## src/rtl/edo_pkg.sv

```systemverilog
package edo_pkg;
   typedef enum logic [1:0] {
      CYC_IDLE = 2'd0,
      CYC_ROW  = 2'd1,
      CYC_CBR  = 2'd2
   } cyc_e;
endpackage

```

## src/rtl/edo_strobe_decode.sv

```systemverilog
module edo_strobe_decode
   import edo_pkg::*;
#(
   parameter int ROW_W = 3,
   parameter int COL_W = 3,
   parameter int LANES = 2,
   parameter int AW    = 3
) (
   input  logic             clk,
   input  logic             rst,
   input  logic             row_strobe_n,
   input  logic [LANES-1:0] col_strobe_n,
   input  logic             write_n,
   input  logic [AW-1:0]    addr,
   output logic             row_open,
   output logic [LANES-1:0] cas_fall,
   output logic             we_fall,
   output logic [ROW_W-1:0] row_idx,
   output logic [COL_W-1:0] col_idx
);
   logic             ras_q, we_q;
   logic [LANES-1:0] cas_q;
   cyc_e             cyc_q, cyc_now;
   logic [ROW_W-1:0] row_q;
   logic [COL_W-1:0] col_q;
   logic             ras_fall;

   always_comb begin
      ras_fall = ras_q & ~row_strobe_n;
      cas_fall = cas_q & ~col_strobe_n;
      we_fall  = we_q & ~write_n;
      if (row_strobe_n)
         cyc_now = CYC_IDLE;
      else if (ras_fall)
         cyc_now = (&col_strobe_n) ? CYC_ROW : CYC_CBR;
      else
         cyc_now = cyc_q;
      row_open = (cyc_now == CYC_ROW);
      row_idx  = ras_fall ? addr[ROW_W-1:0] : row_q;
      col_idx  = (|cas_fall) ? addr[COL_W-1:0] : col_q;
   end

   always_ff @(posedge clk) begin
      if (rst) begin
         ras_q <= 1'b1;
         cas_q <= '1;
         we_q  <= 1'b1;
         cyc_q <= CYC_IDLE;
         row_q <= '0;
         col_q <= '0;
      end else begin
         ras_q <= row_strobe_n;
         cas_q <= col_strobe_n;
         we_q  <= write_n;
         cyc_q <= cyc_now;
         row_q <= row_idx;
         col_q <= col_idx;
      end
   end
endmodule

```

## config.mk

```make
export PLATFORM = sky130hd
export DESIGN_NAME = edo_strobe_decode
export DESIGN_NICKNAME = d
export VERILOG_FILES = /design/src/rtl/edo_pkg.sv /design/src/rtl/edo_strobe_decode.sv
export SDC_FILE = /design/constraint.sdc
export NUM_CORES = 1
export LEC_CHECK = 0
export CORE_MARGIN = 1
export CORE_UTILIZATION = 30
export DETAILED_ROUTE_END_ITERATION = 8
export DONT_BUFFER_PORTS = 1
export SLEW_MARGIN = 15
export SYNTH_ARGS = -nofsm -noshare
export SYNTH_HDL_FRONTEND = slang
export SYNTH_SLANG_ARGS = --single-unit
```

## constraint.sdc

```tcl
create_clock -name clk -period 1.93 [get_ports clk]
set_input_delay 0.2895 -clock clk [delete_from_list [all_inputs] [get_ports clk]]
set_output_delay 0.2895 -clock clk [all_outputs]
set_load 0.02 [all_outputs]
```

==> summary.txt, run 1 <==
Critical path
  • FF-to-FF path depth: 3
  • Worst endpoint required time: 1.64 ns
  • CP endpoint kind: output port
  • Setup crit start kind: flop
  • Arrival @ worst endpoint: 1.31 ns
  • Critical path peak fanout: 6
  • Crit path kind: reg2out

Route
  • Drt total wl: 793 um
  • DRT iter0 DRCs: 6
  • DR WL/cell: 10.7 um
  • Via count: 312
  • # DRC: 0
  • First-pass DRT Iterations: 4
  • Vias/cell: 4.22
  • Antenna-violating nets left: 0

Synthesis
  • Cells after synthesis: 47
  • Most frequent cell after synthesis: dfxtp_1
  • Distinct cells, synth: 16
  • Post-synth EDFFs: 0
  • FFs w/ async S/R, synth: 0%
  • Syn Nets: 56
  • Avg Cell Area, Syn: 12.0 um2
  • Synth Register Bits: 12
  • Netlist Area Pre-Place: 562 um2
  • Seq/Total Area, Yosys: 42.8%
  • Post-synth top area cell: dfxtp_1
  • Top cells by area, synth: dfxtp_1 (43%), nor2b_4 (12%), mux2_4 (8.0%)
  • Synth Flop Type: dfxtp_1
  • Synth top area share: 42.8%
  • Ys Warns: 0
  • Synth cell count leaders: dfxtp_1 (12), nand2b_1 (7), nor2b_4 (5)

STA
  • Worst Tran Pin Value: 0.462 ns
  • Setup TNS: 0 ns
  • Fin. max-slew vios: 0
  • Tcrit/Tclk final: 82.6%
  • Max Freq: 0.627 GHz
  • Max_slew headroom: 69.3%
  • Final Hold Vio Count: 0
  • Setup Skew: 0.00278 ns
  • Unrepaired setup endpoints after global routing: no
  • Final setup viols: 0
  • Tmin final: 1.59 ns

Die
  • Die W: 45.3 um
  • Die H: 45.3 um
  • CORE AREA: 0.00175 mm2
  • I/O pin count: 19
  • FP Rows: 15
  • Die area: 0.00205 mm2
  • Initial core utilization: 32.2%

Pwr
  • Power Density: 822 mW/mm2
  • Peak VDD IR: 446 uV
  • Leakage power: 0.253 nW

Clock tree
  • CTS Sinks: 12
  • Root Driver: clkbuf_4
  • CTS buffer count: 3
  • H-Tree Depth: 1
  • Postcts setup bufs: 0
  • Post_cts resized: 0
  • CTS Buffer Depth: 2
  • Clk slew on worst S/H paths: 0.07 ns
  • Clock Latency Late Sink: 0.26 ns
  • Hold Buf Count CTS: 0
  • TritonCTS clock tree: done

Global routing
  • Largest net degree at the start of global routing: 14
  • First-pass GRT wire length: 1190 um
  • Number of global-route vias before repair: 285
  • GR Util All Layers: 8.96%
  • Initial antenna violation count: 0
  • Overflow after GRT: 0

Outcome
  • Outcome: completed

Finish
  • Final #Nets: 60
  • Share of layout cells above drive strength 1: 40.8%
  • Cell area after layout: 611 um2
  • ANT cells: 0
  • # fillers: 185
  • Area Overhead vs Synth: 8.69%

Min path
  • Hold crit path type: in2reg
  • Hold Path Stages: 1

Place
  • Placed Area: 588 um2
  • GP Congestion: 0.603
  • I/O Buffers: 0

Flow run
  • Max Cap Viol: 0
-- stage by stage --
step	std cells	total power, mW	hold slack, ns	setup WS [ns]	utilization (%)
6_report	74	0.502	0.0792	0.335	35.0
5_1_grt	74	0.529	0.0551	0.288	35.0
4_1_cts	74	0.512	0.0666	0.322	35.0
3_5_place_dp	71	0.362	0.356	0.622	33.7
3_3_place_gp	71	0.361	0.356	0.624	33.7
2_1_floorplan	47	0.359	0.396	0.659	-
-- metal layers --
metal  track usage (%)  share of wire (%)
met5                 0                  0
met2              11.3                 42
met3              7.20                 11
met4              5.45                1.6
met1              10.2                 45
-- kinds of logic (layout without fill, tap and decap cells) --
kind of cell | count (synthesis) | in the layout | share of synthesized area [%]
AOI/OAI and AO/OA | 2 | 2 | 1.78
muxes | 9 | 9 | 19.4
buffers and inverters | 1 | 3 | 0.890
and+or+nand+nor | 23 | 23 | 35.2
DFF | 12 | 12 | 42.8
-- sequential cells by signal (all words and copies together), names as in the netlist --
| register | cells |
|---|---|
| cyc_q | 2 |
| row_q | 3 |
| ras_q | 1 |
| col_q | 3 |
| we_q | 1 |
| cas_q | 2 |
-- placed cells by master (no fill, tap or decap) --
| cell | Yosys | routed |
|---|---|---|
| nand2b_4 | 1 | 1 |
| or2_2 | 4 | 4 |
| mux2i_1 | 3 | 3 |
| nand2_1 | 1 | 1 |
| nor2b_1 | 1 | 1 |
| nor2_1 | 1 | 1 |
| mux2_4 | 3 | 3 |
| nor3b_1 | 1 | 1 |
| nor2b_4 | 5 | 5 |
| nand3_1 | 1 | 1 |
| mux2_2 | 3 | 3 |
| nor2_8 | 1 | 1 |
| dfxtp_1 | 12 | 12 |
| clkbuf_4 | 0 | 3 |
| nand2b_1 | 7 | 7 |
| a21oi_1 | 2 | 2 |
-- worst max-delay path, cell delays in order, from the launching register on --
cell	delay, ns
dfxtp_1	0.30
nor2b_4	0.16
nor2_8	0.17
mux2_2	0.41
-- area by class of cell --
cell class | count | area [um2] | share of cell area, %
Clock buffer | 3 | 22.5 | 3.69
Tap cell | 25 | 31.3 | 5.12
Multi-Input combinational cell | 34 | 317 | 51.8
Sequential cell | 12 | 240 | 39.3
-- power by group --
group / switching [mW] / total [mW] / internal (mW)
clock: 0.0749 / 0.147 / 0.0721
combinational: 0.0445 / 0.0870 / 0.0425
sequential: 0.00597 / 0.268 / 0.262
-- worst paths after layout --
kind / slack (ns) / end / from
max: 0.34 / col_idx[2] / cas_q[0]
min: 0.08 / row_q[0] / rst
max reg2reg: 0.84 / row_q[0] / ras_q
min reg2reg: 0.47 / cyc_q[0] / cyc_q[0]
(Power assumes the default switching activity.)
==> run 2: changes to the inputs <==
Clock period 1.93 ns to 1.5 ns, I/O delays scaled along.
==> summary.txt, run 2 (synthesis results as in run 1) <==
STA
  • Setup TNS: -0.107 ns (was 0 ns)
  • Tmin final: 1.54 ns
  • Max_slew headroom: 74.2% (was 69.3%)
  • Fin. max-slew vios: 0 (unchanged)
  • Final Hold Vio Count: 0 (unchanged)
  • Max Freq: 0.651 GHz
  • Unrepaired setup endpoints after global routing: yes (was no)
  • Final setup viols: 3 (was 0)
  • Worst Tran Pin Value: 0.386 ns (was 0.462 ns)
  • Setup Skew: 0.00387 ns (was 0.00278 ns)
  • Tcrit/Tclk final: 102%
  • Final Hold Slack: 0.0456 ns (was 0.0792 ns)
  • Setup ws final: -0.0373 ns (was 0.335 ns)

Critical path
  • Critical path peak fanout: 6 (unchanged)
  • Crit path kind: reg2out (unchanged)
  • Arrival @ worst endpoint: 1.31 ns (about the same)
  • Setup crit start kind: flop (unchanged)
  • CP endpoint kind: output port (unchanged)
  • Worst endpoint required time: 1.27 ns (was 1.64 ns)

Clock tree
  • CTS buffer count: 3 (unchanged)
  • CTS Buffer Depth: 2 (unchanged)
  • CTS Sinks: 12 (unchanged)
  • Clock Latency Late Sink: 0.28 ns (was 0.26 ns)
  • H-Tree Depth: 1 (unchanged)
  • TritonCTS clock tree: done (unchanged)
  • Root Driver: clkbuf_4 (unchanged)
  • Clk slew on worst S/H paths: 0.08 ns (was 0.07 ns)

Flow run
  • Max Cap Viol: 0 (unchanged)

Pwr
  • NetSw: 185 uW (was 125 uW)
  • Switch share: 25.0% (about the same)
  • Pint: 553 uW (was 377 uW)
  • Tot Pwr: 738 uW (was 502 uW)
  • Gate power share: 17.8% (was 17.3%)
  • Leakage power: 0.290 nW (was 0.253 nW)
  • Clock power share: 35.3% (was 29.3%)
  • Power Density: 1100 mW/mm2 (was 822 mW/mm2)
  • Reg power frac: 46.9% (was 53.4%)
  • Peak VDD IR: 534 uV (was 446 uV)

Finish
  • Leading cell type in the layout, fill and taps excluded: dfxtp_1 (unchanged)
  • Final #Nets: 64 (was 60)
  • Share of layout cells above drive strength 1: 46.3% (was 40.8%)
  • Cell area after layout: 669 um2 (was 611 um2)
  • Commonest cells after routing, fill and taps aside: dfxtp_1 (11), nand2b_1 (7), mux2_4 (6), nor2b_4 (5), or2_2 (4) (was dfxtp_1 (12), nand2b_1 (7), nor2b_4 (5), or2_2 (4))
  • Top flop regs: col_q (3), row_q (3) (unchanged)
  • ANT cells: 0 (unchanged)
  • Non-Filler Instances: 79 (was 74)
  • Area Overhead vs Synth: 19.2% (was 8.69%)

Route
  • Vias/cell: 4.27 (was 4.22)
  • Via count: 337 (was 312)
  • DRT iter0 DRCs: 4 (was 6)
  • DR WL/cell: 11.3 um (was 10.7 um)
  • First-pass DRT Iterations: 4 (unchanged)
  • Antenna-violating nets left: 0 (unchanged)
  • Drt total wl: 895 um (was 793 um)
  • # DRC: 0 (unchanged)

Die
  • FP Rows: 15 (unchanged)
  • I/O pin count: 19 (unchanged)
  • Die area: 0.00205 mm2 (unchanged)
  • Die H: 45.3 um (unchanged)
  • Die W: 45.3 um (unchanged)
  • Initial core utilization: 32.2% (unchanged)
  • CORE AREA: 0.00175 mm2 (unchanged)

Outcome
  • Outcome: finished, violations left (was completed)
  • Violated checks: negative setup slack

Place
  • DP Wirelength: 612 um
  • I/O Buffers: 0 (unchanged)
  • Placed Area: 596 um2 (was 588 um2)
  • GP Congestion: 0.609 (was 0.603)
  • Placed cell count: 72 (was 71)

Global routing
  • Largest net degree at the start of global routing: 12 (was 14)
  • GR Util All Layers: 10.2% (was 8.96%)
  • Overflow after GRT: 0 (unchanged)
  • Number of global-route vias before repair: 311 (was 285)
  • Initial antenna violation count: 0 (unchanged)
  • First-pass GRT wire length: 1350 um (was 1190 um)

Min path
  • Hold crit path type: in2reg (unchanged)
-- run 2: final timing paths --
kind,start,endpoint,slack (ns),cells after the start
min reg2reg,cyc_q[0],cyc_q[0],0.47,2
max,cas_q[1],col_idx[1],-0.04,3
max reg2reg,cas_q[1],col_q[2],0.45,4
min,rst,cas_q[0],0.05,1
-- run 2: metal layers --
layer	part of all wire, %	GRT usage, %	up-vias
li1	-	-	169
met1	42	13.0	150
met2	44	10.4	13
met3	9.7	7.60	5
met4	4.0	9.09	0
met5	0	0	-
-- run 2: power groups by stage --
stage                     clock network, mW  registers, mW  logic, mW
after floorplan                           0          0.350      0.111
final                                 0.260          0.346      0.131
after global placement                    0          0.352      0.114
after global routing                  0.285          0.347      0.140
after detailed placement                  0          0.353      0.115
after CTS                             0.267          0.346      0.127
-- run 2: area by class of cell --
cell class | count | area [um2]
clock buffers | 4 | 36.3
fillers | 175 | 1080
repair buffers | 4 | 32.5
multi-input cells | 34 | 328
well taps | 25 | 31.3
flip-flops and latches | 12 | 241
-- run 2: worst max-delay path: stages, from the launching register on --
cell and delay (ns):
dfxtp_1 0.32, nor2b_4 0.28, nor2_8 0.09, mux2_4 0.35
-- run 2: what timing repair did --
item / in CTS / in global routing
pin swaps: 0 / 1
endpoints found under the setup margin: 3 / 4
endpoints found under the hold margin: 3 / 0
gates resized for setup: 3 / 1
setup buffers: 0 / 2
hold buffers: 1 / 0
-- run 2: per-stage QoR --
step | utilization, % | setup WS [ns]
after CTS | 37.4 | -0.0497
final | 38.4 | -0.0373
after floorplan | - | 0.294
after global placement | 34.1 | 0.259
after global routing | 38.4 | -0.0921
after detailed placement | 34.1 | 0.257
==> run 3: changes to the inputs <==
Settings changed: REMOVE_ABC_BUFFERS from default to 1, SLEW_MARGIN 15 to 20.
==> summary.txt, run 3 (synthesis results as in run 1) <==
Finish
  • ANT cells: 0 (unchanged)
  • Final #Nets: 65 (was 64)
  • Non-Filler Instances: 79 (unchanged)
  • Area Overhead vs Synth: 18.3% (was 19.2%)
  • Top flop regs: col_q (3), row_q (3) (unchanged)
  • Final core utilization: 38.1% (was 38.4%)
  • Commonest cells after routing, fill and taps aside: dfxtp_1 (10), nand2b_1 (7), mux2_4 (6), nor2b_4 (5) (was dfxtp_1 (11), nand2b_1 (7), mux2_4 (6), nor2b_4 (5), or2_2 (4))
  • Leading cell type in the layout, fill and taps excluded: dfxtp_1 (unchanged)
  • Share of layout cells above drive strength 1: 48.1% (was 46.3%)
  • Cell area after layout: 664 um2 (was 669 um2)

Pwr
  • Clock power share: 28.6% (was 35.3%)
  • Reg power frac: 51.4% (was 46.9%)
  • Leakage power: 0.288 nW (was 0.290 nW)
  • Pint: 501 uW (was 553 uW)
  • Gate power share: 20.0% (was 17.8%)
  • Peak VDD IR: 352 uV (was 534 uV)
  • Tot Pwr: 673 uW (was 738 uW)
  • Power Density: 1010 mW/mm2 (was 1100 mW/mm2)
  • Switch share: 25.6% (was 25.0%)
  • NetSw: 172 uW (was 185 uW)

Critical path
  • Crit path kind: reg2out (unchanged)
  • Arrival @ worst endpoint: 1.27 ns (was 1.31 ns)
  • Crit. Startpoint: cas_q[0] (was cas_q[1])
  • Reg2reg end: col_q[1] (was col_q[2])
  • Critical path peak fanout: 4 (was 6)
  • CP endpoint kind: output port (unchanged)
  • Reg2reg start: cas_q[0] (was cas_q[1])
  • Flop-to-flop setup slack: 0.35 ns (was 0.45 ns)
  • Setup crit start kind: flop (unchanged)
  • Worst endpoint required time: 1.27 ns (about the same)
  • FF-to-FF path depth: 5 (was 4)

STA
  • Max Freq: 0.668 GHz (was 0.651 GHz)
  • Final Hold Slack: 0.0151 ns (was 0.0456 ns)
  • Final setup viols: 0 (was 3)
  • Fin. max-slew vios: 0 (unchanged)
  • Setup TNS: 0 ns (was -0.107 ns)
  • Max_slew headroom: 73.7% (was 74.2%)
  • Unrepaired setup endpoints after global routing: yes (unchanged)
  • Final Hold Vio Count: 0 (unchanged)
  • Setup ws final: 0.00277 ns (was -0.0373 ns)
  • Tcrit/Tclk final: 99.8% (was 102%)
  • Worst Tran Pin Value: 0.394 ns (was 0.386 ns)
  • Setup Skew: 0.00398 ns (was 0.00387 ns)
  • Tmin final: 1.50 ns (was 1.54 ns)

Route
  • Via count: 336 (was 337)
  • First-pass DRT Iterations: 2 (was 4)
  • Drt total wl: 885 um (was 895 um)
  • # DRC: 0 (unchanged)
  • DRT iter0 DRCs: 2 (was 4)
  • Antenna-violating nets left: 0 (unchanged)
  • Vias/cell: 4.25 (was 4.27)
  • DR WL/cell: 11.2 um (was 11.3 um)

Global routing
  • First-pass GRT wire length: 1370 um (was 1350 um)
  • Largest net degree at the start of global routing: 14 (was 12)
  • Initial antenna violation count: 0 (unchanged)
  • Number of global-route vias before repair: 342 (was 311)
  • GR Util All Layers: 9.78% (was 10.2%)
  • Overflow after GRT: 0 (unchanged)

Place
  • Placed Area: 596 um2 (unchanged)
  • I/O Buffers: 0 (unchanged)
  • GP Congestion: 0.558 (was 0.609)
  • Placed cell count: 72 (unchanged)
  • Setup slack after placement: 0.258 ns (was 0.257 ns)
  • DP Wirelength: 627 um (was 612 um)

Clock tree
  • H-Tree Depth: 1 (unchanged)
  • Clock Latency Late Sink: 0.26 ns (was 0.28 ns)
  • CTS buffer count: 3 (unchanged)
  • TritonCTS clock tree: done (unchanged)
  • CTS Sinks: 12 (unchanged)
  • CTS Buffer Depth: 2 (unchanged)
  • Clk slew on worst S/H paths: 0.07 ns (was 0.08 ns)
  • Root Driver: clkbuf_4 (unchanged)

Die
  • Die area: 0.00205 mm2 (unchanged)
  • Initial core utilization: 32.2% (unchanged)
  • Die H: 45.3 um (unchanged)
  • CORE AREA: 0.00175 mm2 (unchanged)
  • FP Rows: 15 (unchanged)
  • I/O pin count: 19 (unchanged)
  • Die W: 45.3 um (unchanged)

Min path
  • Hold crit path type: in2reg (unchanged)
  • Hold Path Stages: 1 (unchanged)
  • Hold endpoint: row_q[1] (was cas_q[0])
  • Worst hold start: rst (unchanged)

Outcome
  • Outcome: completed (was finished, violations left)

Flow run
  • Max Cap Viol: 0 (unchanged)
run 3: routing by layer:
| metal | routed length [um] | track usage, % | vias up | part of all wire (%) |
|---|---|---|---|---|
| li1 | - | - | 170 | - |
| met1 | 396 | 11.9 | 155 | 45 |
| met2 | 421 | 13.3 | 9 | 48 |
| met3 | 53 | 3.20 | 2 | 6.0 |
| met4 | 14 | 9.09 | 0 | 1.6 |
| met5 | 0 | 0 | - | 0 |
run 3: power groups by stage:
stage               sequential [mW]  clock, mW  combinational (mW)
detailed placement            0.353          0               0.115
global route                  0.348      0.219               0.143
floorplan                     0.350          0               0.106
finish                        0.346      0.192               0.135
global placement              0.352          0               0.114
CTS                           0.346      0.204               0.132
run 3: cell type report:
class / count / area, um2
Multi-Input combinational cell: 34 / 328
Fill cell: 174 / 1080
Clock buffer: 3 / 22.5
Timing Repair Buffer: 5 / 40.0
Tap cell: 25 / 31.3
Sequential cell: 12 / 243
run 3: how the worst max path moves through the flow:
stage / to / slack (ns)
after floorplan: col_idx[0] / 0.29
after global placement: col_idx[0] / 0.26
after detailed placement: col_idx[0] / 0.26
after CTS: col_idx[0] / -0.02
after global routing: col_idx[1] / -0.05
final: col_idx[1] / 0.003
run 3: critical path, stage by stage, from the launching register on:
cell and delay, ns:
dfxtp_2 0.31, nor2b_4 0.27, nor2_8 0.08, mux2_4 0.34
run 3: timing repair:
| action | 4_1_cts | 5_1_grt |
|---|---|---|
| buffers inserted | 3 | 0 |
| resized for setup | 3 | 2 |
| pin swaps | 1 | 1 |
| hold buffers | 0 | 1 |
| setup endpoints to repair | 3 | 3 |
| gates cloned | 0 | 0 |
| hold endpoints to repair | 0 | 2 |
